### src/rtl/cfg_hdr_pkg.sv
package cfg_hdr_pkg;

    typedef enum logic [1:0] {
        ST_IDLE    = 2'd0,
        ST_RD_RESP = 2'd1,
        ST_WR_RESP = 2'd2
    } hdr_state_e;

    localparam logic [7:0]  OFF_ID      = 8'h00;
    localparam logic [7:0]  OFF_CMD     = 8'h04;
    localparam logic [7:0]  OFF_CLASS   = 8'h08;
    localparam logic [7:0]  OFF_HTYPE   = 8'h0C;
    localparam logic [7:0]  OFF_BAR_LO  = 8'h10;
    localparam logic [7:0]  OFF_BAR_HI  = 8'h24;
    localparam logic [7:0]  OFF_SUBSYS  = 8'h2C;
    localparam logic [7:0]  OFF_CAPPTR  = 8'h34;
    localparam logic [7:0]  OFF_INTR    = 8'h3C;
    localparam logic [7:0]  CAP_START   = 8'hA4;
    localparam logic [15:0] CMD_RESET   = 16'h0003;
    localparam int          CMD_INT_DIS = 10;
    localparam logic [15:0] STS_INT     = 16'h0008;
    localparam logic [15:0] STS_CAPLIST = 16'h0010;
    localparam logic [3:0]  BAR_KIND    = 4'b0100;
    localparam logic [7:0]  INT_PIN     = 8'h01;

    function automatic logic [31:0] width_mask(input logic [2:0] nbytes);
        case (nbytes)
            3'd1:    return 32'h0000_00FF;
            3'd2:    return 32'h0000_FFFF;
            default: return 32'hFFFF_FFFF;
        endcase
    endfunction

endpackage

### src/rtl/cfg_hdr_bar_bank.sv
module cfg_hdr_bar_bank #(
    parameter int                     NUM_BARS = 2,
    parameter logic [NUM_BARS*6-1:0]  BAR_LOG2 = {6'd16, 6'd12}
) (
    input  logic        clk,
    input  logic        rst_n,
    input  logic        wr_en,
    input  logic [2:0]  word_idx,
    input  logic [31:0] wr_data,
    output logic [31:0] rd_word
);
    import cfg_hdr_pkg::*;

    logic [NUM_BARS*32-1:0] lo_flat;
    logic [NUM_BARS*32-1:0] hi_flat;

    for (genvar g = 0; g < NUM_BARS; g++) begin : g_bar
        localparam int          SZ_LOG2  = int'(BAR_LOG2[g*6 +: 6]);
        localparam logic [63:0] KEEP     = ~((64'd1 << SZ_LOG2) - 64'd1);
        logic [31:0] lo_q;
        logic [31:0] hi_q;
        logic        hit;

        assign hit = wr_en && (word_idx[2:1] == 2'(g));

        always_ff @(posedge clk) begin
            if (!rst_n) begin
                lo_q <= '0;
                hi_q <= '0;
            end else if (hit) begin
                if (word_idx[0]) hi_q <= wr_data & KEEP[63:32];
                else             lo_q <= wr_data & KEEP[31:0];
            end
        end

        assign lo_flat[g*32 +: 32] = lo_q;
        assign hi_flat[g*32 +: 32] = hi_q;
    end

    always_comb begin
        rd_word = '0;
        for (int b = 0; b < NUM_BARS; b++) begin
            if (word_idx[2:1] == 2'(b)) begin
                rd_word = word_idx[0] ? hi_flat[b*32 +: 32]
                                      : (lo_flat[b*32 +: 32] | {28'd0, BAR_KIND});
            end
        end
    end

endmodule

### src/rtl/cfg_hdr_irq_gate.sv
module cfg_hdr_irq_gate (
    input  logic clk,
    input  logic rst_n,
    input  logic irq_req,
    input  logic mask_q,
    input  logic cmd_wr,
    input  logic cmd_wr_mask,
    output logic irq_out,
    output logic pending_q
);
    logic fire;
    logic unmask_wr;
    logic pend_d;

    assign unmask_wr = cmd_wr && !cmd_wr_mask;
    assign fire      = (irq_req && !mask_q) || (unmask_wr && (pending_q || irq_req));
    assign pend_d    = unmask_wr ? 1'b0 : (pending_q || (irq_req && mask_q));

    always_ff @(posedge clk) begin
        if (!rst_n) begin
            irq_out   <= 1'b0;
            pending_q <= 1'b0;
        end else begin
            irq_out   <= fire;
            pending_q <= pend_d;
        end
    end

endmodule

### src/rtl/cfg_hdr.sv
module cfg_hdr #(
    parameter logic [15:0]            VEN_ID    = 16'hC0DE,
    parameter logic [15:0]            DEV_ID    = 16'hBEEF,
    parameter logic [15:0]            SUB_VEN   = 16'h5A5A,
    parameter logic [15:0]            SUB_ID    = 16'h0042,
    parameter logic [31:0]            CLASS_REV = 32'h0600_0011,
    parameter bit                     HAS_CAPS  = 1'b1,
    parameter int                     NUM_BARS  = 2,
    parameter logic [NUM_BARS*6-1:0]  BAR_LOG2  = {6'd16, 6'd12}
) (
    input  logic        clk,
    input  logic        rst_n,
    input  logic        req_valid,
    input  logic        req_write,
    input  logic [7:0]  req_off,
    input  logic [2:0]  req_size,
    input  logic [31:0] req_wdata,
    output logic        rsp_valid,
    output logic [31:0] rsp_rdata,
    input  logic        irq_req,
    output logic        irq_out
);
    import cfg_hdr_pkg::*;

    localparam logic [15:0] STATUS_VAL = STS_INT | (HAS_CAPS ? STS_CAPLIST : 16'h0000);
    localparam logic [31:0] CAPPTR_VAL = HAS_CAPS ? {24'd0, CAP_START} : 32'd0;

    hdr_state_e  state_q, state_d;
    logic [15:0] cmd_q;
    logic        pending_q;
    logic        accept;
    logic        cmd_wr;
    logic        bar_wr;
    logic        in_bar_range;
    logic [2:0]  bar_idx;
    logic [7:0]  dw_off;
    logic [31:0] bar_word;
    logic [31:0] hdr_word;

    assign accept       = (state_q == ST_IDLE) && req_valid;
    assign dw_off       = {req_off[7:2], 2'b00};
    assign in_bar_range = (dw_off >= OFF_BAR_LO) && (dw_off <= OFF_BAR_HI);
    assign bar_idx      = req_off[4:2] - 3'd4;
    assign cmd_wr       = accept && req_write && (req_off == OFF_CMD) && (req_size == 3'd2);
    assign bar_wr       = accept && req_write && in_bar_range
                          && (req_off[1:0] == 2'b00) && (req_size == 3'd4);

    // State register.
    always_ff @(posedge clk) begin
        if (!rst_n) state_q <= ST_IDLE;
        else        state_q <= state_d;
    end

    always_comb begin
        state_d = state_q;
        unique case (state_q)
            ST_IDLE:    if (req_valid) state_d = req_write ? ST_WR_RESP : ST_RD_RESP;
            ST_RD_RESP: state_d = ST_IDLE;
            ST_WR_RESP: state_d = ST_IDLE;
            default:    state_d = ST_IDLE;
        endcase
    end

    // Command register.
    always_ff @(posedge clk) begin
        if (!rst_n)      cmd_q <= CMD_RESET;
        else if (cmd_wr) cmd_q <= req_wdata[15:0];
    end

    cfg_hdr_bar_bank #(
        .NUM_BARS (NUM_BARS),
        .BAR_LOG2 (BAR_LOG2)
    ) u_bars (
        .clk      (clk),
        .rst_n    (rst_n),
        .wr_en    (bar_wr),
        .word_idx (bar_idx),
        .wr_data  (req_wdata),
        .rd_word  (bar_word)
    );

    cfg_hdr_irq_gate u_irq (
        .clk         (clk),
        .rst_n       (rst_n),
        .irq_req     (irq_req),
        .mask_q      (cmd_q[CMD_INT_DIS]),
        .cmd_wr      (cmd_wr),
        .cmd_wr_mask (req_wdata[CMD_INT_DIS]),
        .irq_out     (irq_out),
        .pending_q   (pending_q)
    );

    // Header word selection.
    always_comb begin
        hdr_word = '0;
        if (in_bar_range) begin
            hdr_word = bar_word;
        end else begin
            case (dw_off)
                OFF_ID:     hdr_word = {DEV_ID, VEN_ID};
                OFF_CMD:    hdr_word = {STATUS_VAL, cmd_q};
                OFF_CLASS:  hdr_word = CLASS_REV;
                OFF_HTYPE:  hdr_word = 32'd0;
                OFF_SUBSYS: hdr_word = {SUB_ID, SUB_VEN};
                OFF_CAPPTR: hdr_word = CAPPTR_VAL;
                OFF_INTR:   hdr_word = {16'd0, INT_PIN, 8'd0};
                default:    hdr_word = 32'd0;
            endcase
        end
    end

    // Outputs.
    always_ff @(posedge clk) begin
        if (!rst_n) begin
            rsp_rdata <= '0;
        end else if (accept) begin
            rsp_rdata <= req_write ? 32'd0
                       : (hdr_word >> {req_off[1:0], 3'b000}) & width_mask(req_size);
        end
    end

    assign rsp_valid = (state_q != ST_IDLE);

endmodule

### config.mk
export PLATFORM = sky130hd
export DESIGN_NAME = cfg_hdr
export DESIGN_NICKNAME = d
export VERILOG_FILES = /design/src/rtl/cfg_hdr_pkg.sv /design/src/rtl/cfg_hdr_bar_bank.sv /design/src/rtl/cfg_hdr_irq_gate.sv /design/src/rtl/cfg_hdr.sv
export SDC_FILE = /design/constraint.sdc
export NUM_CORES = 1
export LEC_CHECK = 0
export CORE_MARGIN = 2
export CORE_UTILIZATION = 40
export CTS_CLUSTER_SIZE = 12
export DETAILED_ROUTE_END_ITERATION = 8
export DONT_BUFFER_PORTS = 1
export SYNTH_ARGS = -nofsm -noshare
export SYNTH_HDL_FRONTEND = slang
export SYNTH_SLANG_ARGS = --single-unit
### constraint.sdc
create_clock -name clk -period 2.45 [get_ports clk]
set_input_delay 0.1225 -clock clk [delete_from_list [all_inputs] [get_ports clk]]
set_output_delay 0.1225 -clock clk [all_outputs]
set_load 0.02 [all_outputs]
==> summary.md <==
| Metric | Value |
|---|---|
| Slew @ Worst Pin | 1.27 ns |
| RSZ-0062 raised after global routing | true |
| Area grow syn2layout | 16.7% |
| Final WL | 21500 microns |
| EDFF count, synth | 0 |
| Die W | 137 microns |
| Post-synth top area cell | dfxtp_1 |
| Initial Util | 0.409 |
| Critical path launch point type | flip-flop |
| Library cells used by synthesis | 59 |
| LEAKAGE | 0.00274 uW |
| Clk buf depth | 2 |
| Initial antenna violation count | 1 |
| Multi-input logic area | 0.00369 sq mm |
| Syn Area/Cell | 7.95 sq um |
| Clock Sinks | 152 |
| Cell Area, Synth | 0.00707 sq mm |
| Total GRT Usage | 0.232 |
| Synth async-reset ratio | 0 |
| Final worst slack | 0.0748 ns |
| Post-DP HPWL | 14200 microns |
| I/O Buffers | 0 |
| Reg clk slew, reported paths | 0.06 ns |
| Top cells by area, synth | dfxtp_1, nand2_1, a21oi_1, mux2i_1, a21oi_2 |
| Number of global-route vias before repair | 5842 |
| CP endpoint kind | flip-flop |
| Pre-antenna DRT Iters | 4 |
| Pre-CTS WS | 0.0107 ns |
| Core area | 0.0173 sq mm |
| Pin count of the biggest net entering global routing | 70 |
| Max-slew violation count | 0 |
| MaxCap Viol Count | 0 |
| Final hold violation count | 0 |
| Synth top area share | 0.430 |
| Pwr/cell area | 654 mW/mm^2 |
| Avg WL per Cell | 18.8 microns |
| Detail Route Antenna Nets | 0 |
| Final Critical Period | 2.38 ns |
| Gate Count Post-Synth | 890 |
| Register Area | 0.00304 sq mm |
| Worst Skew | 0.00785 ns |
| Die area | 0.0188 sq mm |
| H-tree depth | 4 |
| Fin Hold WS | 0.0115 ns |
| Final Cycle Share | 0.969 |
| CTS Buf Count | 17 |
| DR vias | 6375 |
| Outcome | complete, no violations |
| Worst IR drop on VDD | 410 uV |
| Synth Warn # | 0 |
| CTS root buf | clkbuf_16 |
| Worst path arrival time | 2.73 ns |
| Total gr overflow | 0 |
| Drt drc | 0 |
| Die Span Y | 137 microns |
| CP Data Required Time | 2.80 ns |
| Highest clock rate | 421 MHz |
| Num rows | 48 |
| Ys flop type | dfxtp_1 |
| Final setup vio count | 0 |
| Sum Neg Setup Slack | 0 ns |
| Post-synth net total | 938 |
| Commonest cells post-synth | nand2_1, dfxtp_1, a21oi_1 |
| 1st-iter DRT viols | 528 |
| Count leader, synth | nand2_1 |
| Crit Path Category | reg -> reg |
| Share of cells above drive strength 1 | 0.117 |
| Fillers | 1693 |
| Yosys reg bits | 152 |
| Routability Congestion | 0.883 |
| Crit path max fanout | 11 |
| Rel. slew slack | 0.147 |
| CTS tree | built |
| Number of setup buffers added after CTS | 0 |
| Post-DR vias/cell | 5.57 |
| Sequential area share after synthesis | 0.430 |
| Final #Nets | 954 |
| First-pass GRT wire length | 33100 microns |
| Ports | 82 |
| Hold Crit Class | in -> reg |
| Worst-Skew Late Latency | 0.43 ns |
==> layout make-up <==
cell class / count / share of cell area
clock buffers: 24 / 0.0584
inverters: 7 / 0.00349
multi-input cells: 663 / 0.447
well taps: 225 / 0.0341
diodes: 1 / 0.000303
clock inverters: 7 / 0.0114
flip-flops and latches: 152 / 0.369
repair buffers: 65 / 0.0764
==> critical path, cell delays in order (launching register included) <==
cell,delay [ns]
dfxtp_1,0.31
or3b_4,0.39
or4_4,0.53
nor4_4,0.40
and2_4,0.23
buf_4,0.19
nand2_1,0.09
a21oi_2,0.14
==> through the flow <==
| stage | util | instance area [sq um] | total power, uW | std cells |
|---|---|---|---|---|
| 2_1_floorplan | - | 7070 | 2750 | 890 |
| 3_3_place_gp | 0.421 | 7280 | 2780 | 1075 |
| 3_5_place_dp | 0.421 | 7280 | 2780 | 1075 |
| 4_1_cts | 0.476 | 8240 | 5430 | 1143 |
| 5_1_grt | 0.477 | 8250 | 5560 | 1143 |
| 6_report | 0.477 | 8250 | 5400 | 1144 |
==> cell usage in the layout (no fill, tap or decap), drive strengths merged, types with 3 or more instances in the layout <==
| cell | instances |
|---|---|
| nand2 | 271 |
| dfxtp | 152 |
| a21oi | 131 |
| nor2 | 45 |
| mux2i | 39 |
| dlygate4sd3 | 37 |
| buf | 28 |
| clkbuf | 24 |
| o21ai | 23 |
| nand3 | 19 |
| a22oi | 11 |
| and2 | 10 |
| nor3 | 10 |
| nand2b | 9 |
| o221ai | 8 |
| inv | 7 |
| a32oi | 6 |
| a211oi | 5 |
| o22ai | 5 |
| o2bb2ai | 5 |
| mux4 | 4 |
| nor4 | 4 |
| nor2b | 3 |
| nor3b | 3 |
| nand3b | 3 |
| a211o | 3 |
| a2bb2oi | 3 |
| a221o | 3 |
| a32o | 3 |
| a2111oi | 3 |
| or2 | 3 |
| or3b | 3 |
| clkinv | 3 |
==> sequential cells by signal, indices dropped and copies added (netlist names) <==
name               count
rsp_rdata             32
u_irq.pending_q        1
cmd_q                 16
u_bars.g_bar.hi_q     64
u_bars.g_bar.lo_q     36
u_irq.irq_out          1
state_q                2
==> logic make-up after synthesis <==
| logic type | Yosys count | synth area share |
|---|---|---|
| simple gates | 390 | 0.235 |
| flops | 152 | 0.430 |
| compound gates | 227 | 0.211 |
| buf+inv | 75 | 0.0508 |
| mux | 45 | 0.0711 |
| xor+xnor | 1 | 0.00124 |
==> final timing paths <==
kind | start | end | slack [ns] | cells past startpoint
min | req_off[0] | rsp_rdata[2]$_SDFFE_PN0N_ | 0.01 | 2
min reg2reg | u_bars.g_bar[1].hi_q[23]$_SDFFE_PN0P_ | u_bars.g_bar[1].hi_q[23]$_SDFFE_PN0P_ | 0.45 | 2
max | state_q[1]$_SDFFE_PN0P_ | u_bars.g_bar[0].hi_q[9]$_SDFFE_PN0P_ | 0.07 | 7
max reg2reg | state_q[1]$_SDFFE_PN0P_ | u_bars.g_bar[0].hi_q[9]$_SDFFE_PN0P_ | 0.07 | 7
==> per-layer routing <==
layer,track usage,share of wire,vias up
li1,-,-,3109
met1,0.317,0.46,3006
met2,0.344,0.44,225
met3,0.0726,0.080,35
met4,0.0790,0.023,0
met5,0,0,-
==> where the power goes <==
| part | total (uW) | switching [uW] | internal (uW) |
|---|---|---|---|
| Sequential | 2490 | 12.9 | 2480 |
| Clock | 2590 | 1020 | 1570 |
| Combinational | 314 | 194 | 120 |
| Total | 5400 | 1220 | 4170 |
==> timing repair <==
action	4_1_cts	5_1_grt
endpoints found under the setup margin	4	40
cloned	0	0
hold endpoints to repair	131	0
hold buffers	37	0
resized for setup	1	2
Power figures use the tool's default switching activity.
